===== src/rtl/irq_hub_pkg.sv =====
package irq_hub_pkg;

    typedef enum logic {
        LVL_QUIET,
        LVL_RAISED
    } lvl_state_e;

    function automatic logic [11:0] status_offset(input int unsigned lvl);
        return 12'(32'h100 + 32'h10 * lvl);
    endfunction

    function automatic logic [11:0] enable_offset(input int unsigned lvl);
        return 12'(32'h104 + 32'h10 * lvl);
    endfunction

endpackage


===== src/rtl/irq_req_sync.sv =====
module irq_req_sync #(
    parameter int unsigned WIDTH  = 16,
    parameter int unsigned STAGES = 2
) (
    input  logic             clk,
    input  logic             rst_n,
    input  logic [WIDTH-1:0] async_i,
    output logic [WIDTH-1:0] sync_o
);
    logic [WIDTH-1:0] stage_q [STAGES];

    always_ff @(posedge clk) begin
        if (!rst_n) begin
            for (int s = 0; s < STAGES; s++) stage_q[s] <= '0;
        end else begin
            stage_q[0] <= async_i;
            for (int s = 1; s < STAGES; s++) stage_q[s] <= stage_q[s-1];
        end
    end

    assign sync_o = stage_q[STAGES-1];

endmodule


===== src/rtl/irq_level_unit.sv =====
module irq_level_unit
    import irq_hub_pkg::*;
#(
    parameter int unsigned DEVS   = 4,
    parameter int unsigned DATA_W = 8
) (
    input  logic              clk,
    input  logic              rst_n,
    input  logic              wr_en,
    input  logic [DATA_W-1:0] wdata,
    input  logic [DEVS-1:0]   status_i,
    output logic [DEVS-1:0]   enable_o,
    output logic              irq_o
);
    localparam int unsigned OP_BIT = DATA_W - 1;

    logic [DEVS-1:0] enable_q;
    logic [DEVS-1:0] sel_mask;
    logic            pending;
    lvl_state_e      state_q, state_d;

    assign sel_mask = wdata[DEVS-1:0];
    assign pending  = |(status_i & enable_q);

    // Enable mask: set or clear selected bits only
    always_ff @(posedge clk) begin
        if (!rst_n)
            enable_q <= '0;
        else if (wr_en && wdata[OP_BIT])
            enable_q <= enable_q | sel_mask;
        else if (wr_en)
            enable_q <= enable_q & ~sel_mask;
    end

    // State register
    always_ff @(posedge clk) begin
        if (!rst_n) state_q <= LVL_QUIET;
        else        state_q <= state_d;
    end

    // Transitions: raise / drop
    always_comb begin
        state_d = state_q;
        unique case (state_q)
            LVL_QUIET:  if (pending)  state_d = LVL_RAISED;
            LVL_RAISED: if (!pending) state_d = LVL_QUIET;
            default:    state_d = LVL_QUIET;
        endcase
    end

    // Outputs
    always_comb begin
        irq_o    = (state_q == LVL_RAISED);
        enable_o = enable_q;
    end

    assert_set_write_R3: assert property (@(posedge clk) disable iff (!rst_n)
        (wr_en && wdata[OP_BIT]) |=> ((enable_q & $past(sel_mask)) == $past(sel_mask)));

    assert_clear_write_R4: assert property (@(posedge clk) disable iff (!rst_n)
        (wr_en && !wdata[OP_BIT]) |=> ((enable_q & $past(sel_mask)) == '0));

    assert_unselected_kept_R5: assert property (@(posedge clk) disable iff (!rst_n)
        wr_en |=> ((enable_q & ~$past(sel_mask)) == ($past(enable_q) & ~$past(sel_mask))));

    assert_line_follows_R6: assert property (@(posedge clk) disable iff (!rst_n)
        1'b1 |=> (irq_o == $past(|(status_i & enable_q))));

endmodule


===== src/rtl/irq_level_hub.sv =====
module irq_level_hub
    import irq_hub_pkg::*;
#(
    parameter int unsigned LEVELS      = 4,
    parameter int unsigned DEVS        = 4,
    parameter int unsigned FIRST_LEVEL = 3,
    parameter int unsigned ADDR_W      = 12,
    parameter int unsigned DATA_W      = 8,
    parameter int unsigned SYNC_STAGES = 2
) (
    input  logic                   clk,
    input  logic                   rst_n,
    input  logic [ADDR_W-1:0]      bus_addr,
    input  logic                   bus_wr,
    input  logic [DATA_W-1:0]      bus_wdata,
    output logic [DATA_W-1:0]      bus_rdata,
    input  logic [LEVELS*DEVS-1:0] dev_req,
    output logic [LEVELS-1:0]      irq_out
);
    localparam int unsigned REQ_W = LEVELS * DEVS;

    logic [REQ_W-1:0] req_sync;
    logic [DEVS-1:0]  status   [LEVELS];
    logic [DEVS-1:0]  enable   [LEVELS];
    logic [LEVELS-1:0] stat_hit, ena_hit;

    irq_req_sync #(.WIDTH(REQ_W), .STAGES(SYNC_STAGES)) u_sync (
        .clk     (clk),
        .rst_n   (rst_n),
        .async_i (dev_req),
        .sync_o  (req_sync)
    );

    for (genvar g = 0; g < LEVELS; g++) begin : g_level
        assign status[g]   = req_sync[g*DEVS +: DEVS];
        assign stat_hit[g] = (bus_addr == ADDR_W'(status_offset(FIRST_LEVEL + g)));
        assign ena_hit[g]  = (bus_addr == ADDR_W'(enable_offset(FIRST_LEVEL + g)));

        irq_level_unit #(.DEVS(DEVS), .DATA_W(DATA_W)) u_level (
            .clk      (clk),
            .rst_n    (rst_n),
            .wr_en    (bus_wr && ena_hit[g]),
            .wdata    (bus_wdata),
            .status_i (status[g]),
            .enable_o (enable[g]),
            .irq_o    (irq_out[g])
        );

        assert_other_level_kept_R10: assert property (@(posedge clk) disable iff (!rst_n)
            (bus_wr && !ena_hit[g]) |=> $stable(enable[g]));
    end

    always_comb begin
        bus_rdata = '0;
        for (int i = 0; i < LEVELS; i++) begin
            if (stat_hit[i]) bus_rdata = DATA_W'(status[i]);
            if (ena_hit[i])  bus_rdata = DATA_W'(enable[i]);
        end
    end

    assert_status_write_ignored_R9: assert property (@(posedge clk) disable iff (!rst_n)
        (bus_wr && (|stat_hit)) |=> ($stable(enable[0]) && $stable(enable[LEVELS-1])));

    always_comb begin
        if (rst_n) assert_high_nibble_zero_R8: assert (bus_rdata[DATA_W-1:DEVS] == '0);
    end

endmodule


===== config.mk =====
export PLATFORM = sky130hd
export DESIGN_NAME = irq_level_hub
export DESIGN_NICKNAME = d
export VERILOG_FILES = /design/src/rtl/irq_hub_pkg.sv /design/src/rtl/irq_req_sync.sv /design/src/rtl/irq_level_unit.sv /design/src/rtl/irq_level_hub.sv
export SDC_FILE = /design/constraint.sdc
export NUM_CORES = 1
export LEC_CHECK = 0
export ABC_AREA = 1
export ABC_CLOCK_PERIOD_IN_PS = 2000
export BUFFER_PORTS_ARGS = -buffer_cell sky130_fd_sc_hd__buf_4
export CAP_MARGIN = 10
export CORE_MARGIN = 4
export CORE_UTILIZATION = 40
export CTS_CLUSTER_DIAMETER = 100
export DETAILED_ROUTE_END_ITERATION = 10
export PLACE_DENSITY_LB_ADDON = 0.15
export SYNTH_ARGS = -nofsm -noshare
export SYNTH_HDL_FRONTEND = slang
export SYNTH_SLANG_ARGS = --single-unit
export TNS_END_PERCENT = 30

===== constraint.sdc =====
create_clock -name clk -period 2 [get_ports clk]
set_input_delay 0.5 -clock clk [delete_from_list [all_inputs] [get_ports clk]]
set_output_delay 0.5 -clock clk [all_outputs]
set_load 0.02 [all_outputs]

==> impl_metrics.yaml, run 1 <==
sta:
  hold_ws_ns: 0.379
  maxSlewViolCount: 0
  worst_slack_ns: -0.310
  rsz0062_at_grt: "true"
  period_share: 1.16
  timing.fmax_ghz: 0.433
  finalCriticalPeriod_ns: 2.31
  setup_viol: 4
  hold_viol_final: 0
  finClkSkew_ns: 0.00636
logic_synthesis:
  synth_top_area_frac: 0.445
  synthTopCellsByCount: "nand2_1, inv_1, dfxtp_1, a21oi_1, o21ai_0"
  synth_edf_count: 0
  synth.distinct_cells: 21
  synth-main-ff-cell: "dfxtp_1"
  ys_warn_count: 0
  synth_top_area_cell: "dfxtp_1"
  synth_most_common_cell: "nand2_1"
  postSynthAreaPerCell_um2: 6.82
  syn-cell-area_um2: 2340
  synthTopCellsByArea: "dfxtp_1, nand2_1, inv_1"
  ys_ff_latch: 52
  synth-async-reset-ratio: 0
  ys_seq_area_frac: 0.445
  synthCells: 343
hold_path:
  hold-path-endpoint: "u_sync.stage_q[0][0]"
  whs_path_depth: 3
  hp-class: "in -> reg"
  hold_start: "dev_req[0]"
drt:
  dr.pass1.iters: 4
  route.detailed.drc: 0
  totalWireLength_um: 4790
  vias_per_cell: 4.32
  ant_nets: 0
  detail_route.wl_per_cell_um: 10.3
  drt_iter0_drc: 72
  vias: 2008
power:
  ir_worst_vdd_v: 0.000374
  p_leak_nw: 1.55
  p_per_area_nw_per_um2: 593
finish:
  utilization: 0.549
  fill_cells: 535
  layout-drive-gt1-share: 0.313
  antennaDiodeCount: 0
  fin_area_um2: 3060
  fin_nets: 431
  area_growth_pct: 31.0
critical_path:
  critPathRequiredTime_ns: 1.50
  critPathKind: "in -> out"
  crit_path_end_kind: "output port"
  crit_path_start_kind: "input pin"
  crit_start: "bus_addr[8]"
  rr_worst_depth: 4
  crit_arrival_ns: 1.81
  rrSetupSlack_ns: 1.10
  critPathMaxFanout: 5
  worstReg2RegEnd: "g_level[2].u_level.irq_o"
clock_network:
  clock_latency_ns: 0.30
  numCtsBuffers: 5
  root_buffer: "clkbuf_8"
  cts_tree: "done"
  cts_max_path_buffers: 2
  cts-htree-levels: 2
  clock-sinks: 52
  clk_pin_slew_worst_paths_ns: 0.09
outcome:
  violations: "setup timing"
  status: "finished, violations left"
floorplanning:
  io_pins: 51
  start_util: 0.420
  core-area_um2: 5570
  dieHeight_um: 84.5
  rows: 27
  die_width_um: 84.5
  dieArea_um2: 7130
grt:
  met2_usage: 0.220
  use_met3: 0.0334
  grt_pass1_vias: 1816
  grt_max_degree: 31
  antenna_found_initial: 0
  track_usage: 0.135
  met1_usage: 0.175
  globalRouteOverflowTotal: 0
  grt_most_used_layer: "met2"
  grt_pass1_wl_um: 7940
placement:
  portBuffers: 43
  placed_area_um2: 2770
  place.gp.congestion: 0.828
  dp_hpwl_um: 3560
run:
  drv_cap: 0
cell usage in the layout, fill, tap and decap left out, drive strengths merged:
master	n
a21oi	25
buf	53
o21ai	24
a41oi	1
nor3	3
a221oi	3
clkbuf	6
nand3	15
inv	90
clkinv	3
o22ai	3
clkinvlp	1
conb	4
nand2	88
nor2	22
dfxtp	52
what timing repair did:
item	4_1_cts	5_1_grt
resized for setup	41	20
cloned	0	0
setup buffers	2	0
setup endpoints to repair	4	4
hold buffers	0	0
pin swaps	19	16
cells by family after synthesis:
family          share of synthesized area
other cells                       0.00160
flops                               0.445
simple gates                        0.241
compound gates                      0.129
buf+inv                             0.183
routing by layer:
layer	vias up	wire, um
met5	-	0
met4	0	97
met3	10	309
met2	50	2160
met1	841	2220
li1	1107	-
final cells by class:
type	instances	area, um2	area share
Clock buffer	6	72.6	0.0237
Clock inverter	2	16.3	0.00531
Inverter	92	353	0.115
Multi-Input combinational cell	188	1050	0.342
Sequential cell	52	1040	0.340
Tap cell	72	90.1	0.0294
Timing Repair Buffer	53	443	0.145
worst max-delay path by stage:
stage              endpoint  slack, ns
6_report       bus_rdata[3]      -0.31
5_1_grt        bus_rdata[2]      -0.42
4_1_cts        bus_rdata[1]      -0.29
3_5_place_dp   bus_rdata[3]      -0.37
3_3_place_gp   bus_rdata[0]      -0.33
2_1_floorplan  bus_rdata[0]     -0.003
where the power goes:
group	internal, W	switching, W	leakage (nW)
logic	0.0000767	0.0000884	1.08
clock network	0.000249	0.000327	0.0414
registers	0.00106	0.0000109	0.426
total	0.00139	0.000426	1.55
worst max-delay path, cell delays in order:
cell	delay (ns)
buf_6	0.08
inv_2	0.03
nor2_2	0.11
nand2_2	0.08
nor2_4	0.20
nand2_4	0.11
clkinv_4	0.08
nand2_2	0.06
nand3_2	0.06
nand3_2	0.07
nand3_2	0.08
nand2_2	0.06
a21oi_4	0.16
buf_6	0.13
per-stage QoR:
stage	total power, W	setup WS (ns)	setup TNS [ns]	instances
floorplan	0.00117	-0.00294	-0.00705	346
global placement	0.00124	-0.327	-1.25	455
detailed placement	0.00125	-0.372	-1.38	455
CTS	0.00184	-0.286	-1.04	465
global route	0.00190	-0.419	-1.59	465
finish	0.00182	-0.310	-1.13	465
Power figures use the tool's default switching activity.
==> run 2, diff against run 1 <==
--- a/config.mk
+++ b/config.mk
@@ -7,12 +7,12 @@
 export LEC_CHECK = 0
 export ABC_AREA = 1
 export ABC_CLOCK_PERIOD_IN_PS = 2000
-export BUFFER_PORTS_ARGS = -buffer_cell sky130_fd_sc_hd__buf_4
 export CAP_MARGIN = 10
 export CORE_MARGIN = 4
 export CORE_UTILIZATION = 40
 export CTS_CLUSTER_DIAMETER = 100
 export DETAILED_ROUTE_END_ITERATION = 10
+export DONT_BUFFER_PORTS = 1
 export PLACE_DENSITY_LB_ADDON = 0.15
 export SYNTH_ARGS = -nofsm -noshare
 export SYNTH_HDL_FRONTEND = slang
==> impl_metrics.yaml, run 2 (synthesized netlist as in run 1, its figures left out) <==
floorplanning:
  io_pins: 51
  dieHeight_um: 84.5
  dieArea_um2: 7130
  core-area_um2: 5570
  start_util: 0.420
  die_width_um: 84.5
  rows: 27
grt:
  grt_pass1_vias: 1751
  grt_max_degree: 50
  grt_pass1_wl_um: 7830
  antenna_found_initial: 0
  track_usage: 0.135
  globalRouteOverflowTotal: 0
finish:
  fin_nets: 393
  layout-drive-gt1-share: 0.239
  area_growth_pct: 19.6
  area.sequential_um2: 1040
  mostFrequentLayoutCell: "inv_1"
  multi_input_area_um2: 1060
  layout_common_cells: "inv_1, nand2_1, dfxtp_1, a21oi_1, nand2_2"
  fill_cells: 574
  instances_no_fill: 427
  utilization: 0.502
  antennaDiodeCount: 0
sta:
  timing.fmax_ghz: 0.477
  hold_viol_final: 0
  maxSlewViolCount: 0
  finalCriticalPeriod_ns: 2.10
  setup_viol: 4
  worst_slack_ns: -0.0952
  period_share: 1.05
  hold_ws_ns: 0.294
  rsz0062_at_grt: "true"
  finClkSkew_ns: 0.00416
clock_network:
  ctsHoldBuffers: 0
  root_buffer: "clkbuf_8"
  cts_tree: "done"
  clock_latency_ns: 0.30
  cts-htree-levels: 2
  clock-sinks: 52
  clk_pin_slew_worst_paths_ns: 0.09
  cts_max_path_buffers: 2
  numCtsBuffers: 5
outcome:
  status: "finished, violations left"
  violations: "setup timing"
power:
  p_leak_nw: 1.36
  ir_worst_vdd_v: 0.000497
  p_per_area_nw_per_um2: 664
critical_path:
  crit_path_end_kind: "output port"
  critPathRequiredTime_ns: 1.50
  critPathMaxFanout: 5
  critPathKind: "in -> out"
  crit_arrival_ns: 1.60
  crit_path_start_kind: "input pin"
drt:
  detail_route.wl_per_cell_um: 11.2
  dr.pass1.iters: 4
  totalWireLength_um: 4780
  route.detailed.drc: 0
  ant_nets: 0
  vias_per_cell: 4.30
  vias: 1834
  drt_iter0_drc: 59
placement:
  place_inst: 412
  portBuffers: 0
  dp_slack_ns: -0.187
  dp_hpwl_um: 3410
  place.gp.congestion: 0.810
run:
  drv_cap: 0
hold_path:
  hp-class: "in -> reg"
==> run 2: critical path, cell delays in order <==
cell	delay, ns
inv_12	0.02
nor2_4	0.10
nand2_2	0.08
nor2_4	0.16
nand2_4	0.10
inv_4	0.08
nand2_2	0.04
nand3_1	0.06
nand3_1	0.08
nand3_1	0.10
nand2_2	0.08
a21oi_4	0.20
==> run 2: cell type report <==
class                   instances  area share
clock inverters                 3      0.0152
multi-input cells             188       0.377
flip-flops and latches         52       0.372
clock buffers                   5      0.0246
inverters                      92       0.137
repair buffers                 15      0.0416
well taps                      72      0.0322
==> run 2: power by group <==
part	switching [W]	internal [W]	leakage (nW)	total (W)
clock	0.000322	0.000370	0.0541	0.000692
sequential	0.0000107	0.00106	0.426	0.00108
combinational	0.0000513	0.0000376	0.876	0.0000889
total	0.000384	0.00147	1.36	0.00186
==> run 2: repair_timing <==
item                       in CTS  in global routing
buffers inserted                6                  1
gates resized for setup        19                 48
hold endpoints to repair        0                  0
pin swaps                      11                 25
setup endpoints to repair       4                  4
==> run 2: final timing paths <==
check | slack (ns) | startpoint | endpoint | cells past startpoint
setup / recovery | -0.1 | bus_addr[2] | bus_rdata[0] | 12
setup reg to reg | 1.11 | register | g_level[2].u_level.irq_o | 4
hold / removal | 0.29 | rst_n | u_sync.stage_q[0][14] | 2
hold reg to reg | 0.42 | u_sync.stage_q[0][12] | u_sync.stage_q[0][28] | 2
==> run 2: layer usage <==
layer | up-vias | part of all wire | wire length [um] | global-route usage
met5 | - | 0 | 0 | 0
met4 | 0 | 0.014 | 66 | 0.0561
met3 | 4 | 0.047 | 225 | 0.0275
met2 | 37 | 0.49 | 2340 | 0.222
met1 | 760 | 0.45 | 2150 | 0.172
li1 | 1033 | - | - | -
==> run 2: through the flow <==
stage	total power [W]	setup TNS (ns)	cell area (um2)
2_1_floorplan	0.00117	-0.00705	2380
3_3_place_gp	0.00117	-0.591	2450
3_5_place_dp	0.00117	-0.701	2450
4_1_cts	0.00187	-0.470	2650
5_1_grt	0.00194	-0.746	2800
6_report	0.00186	-0.337	2800
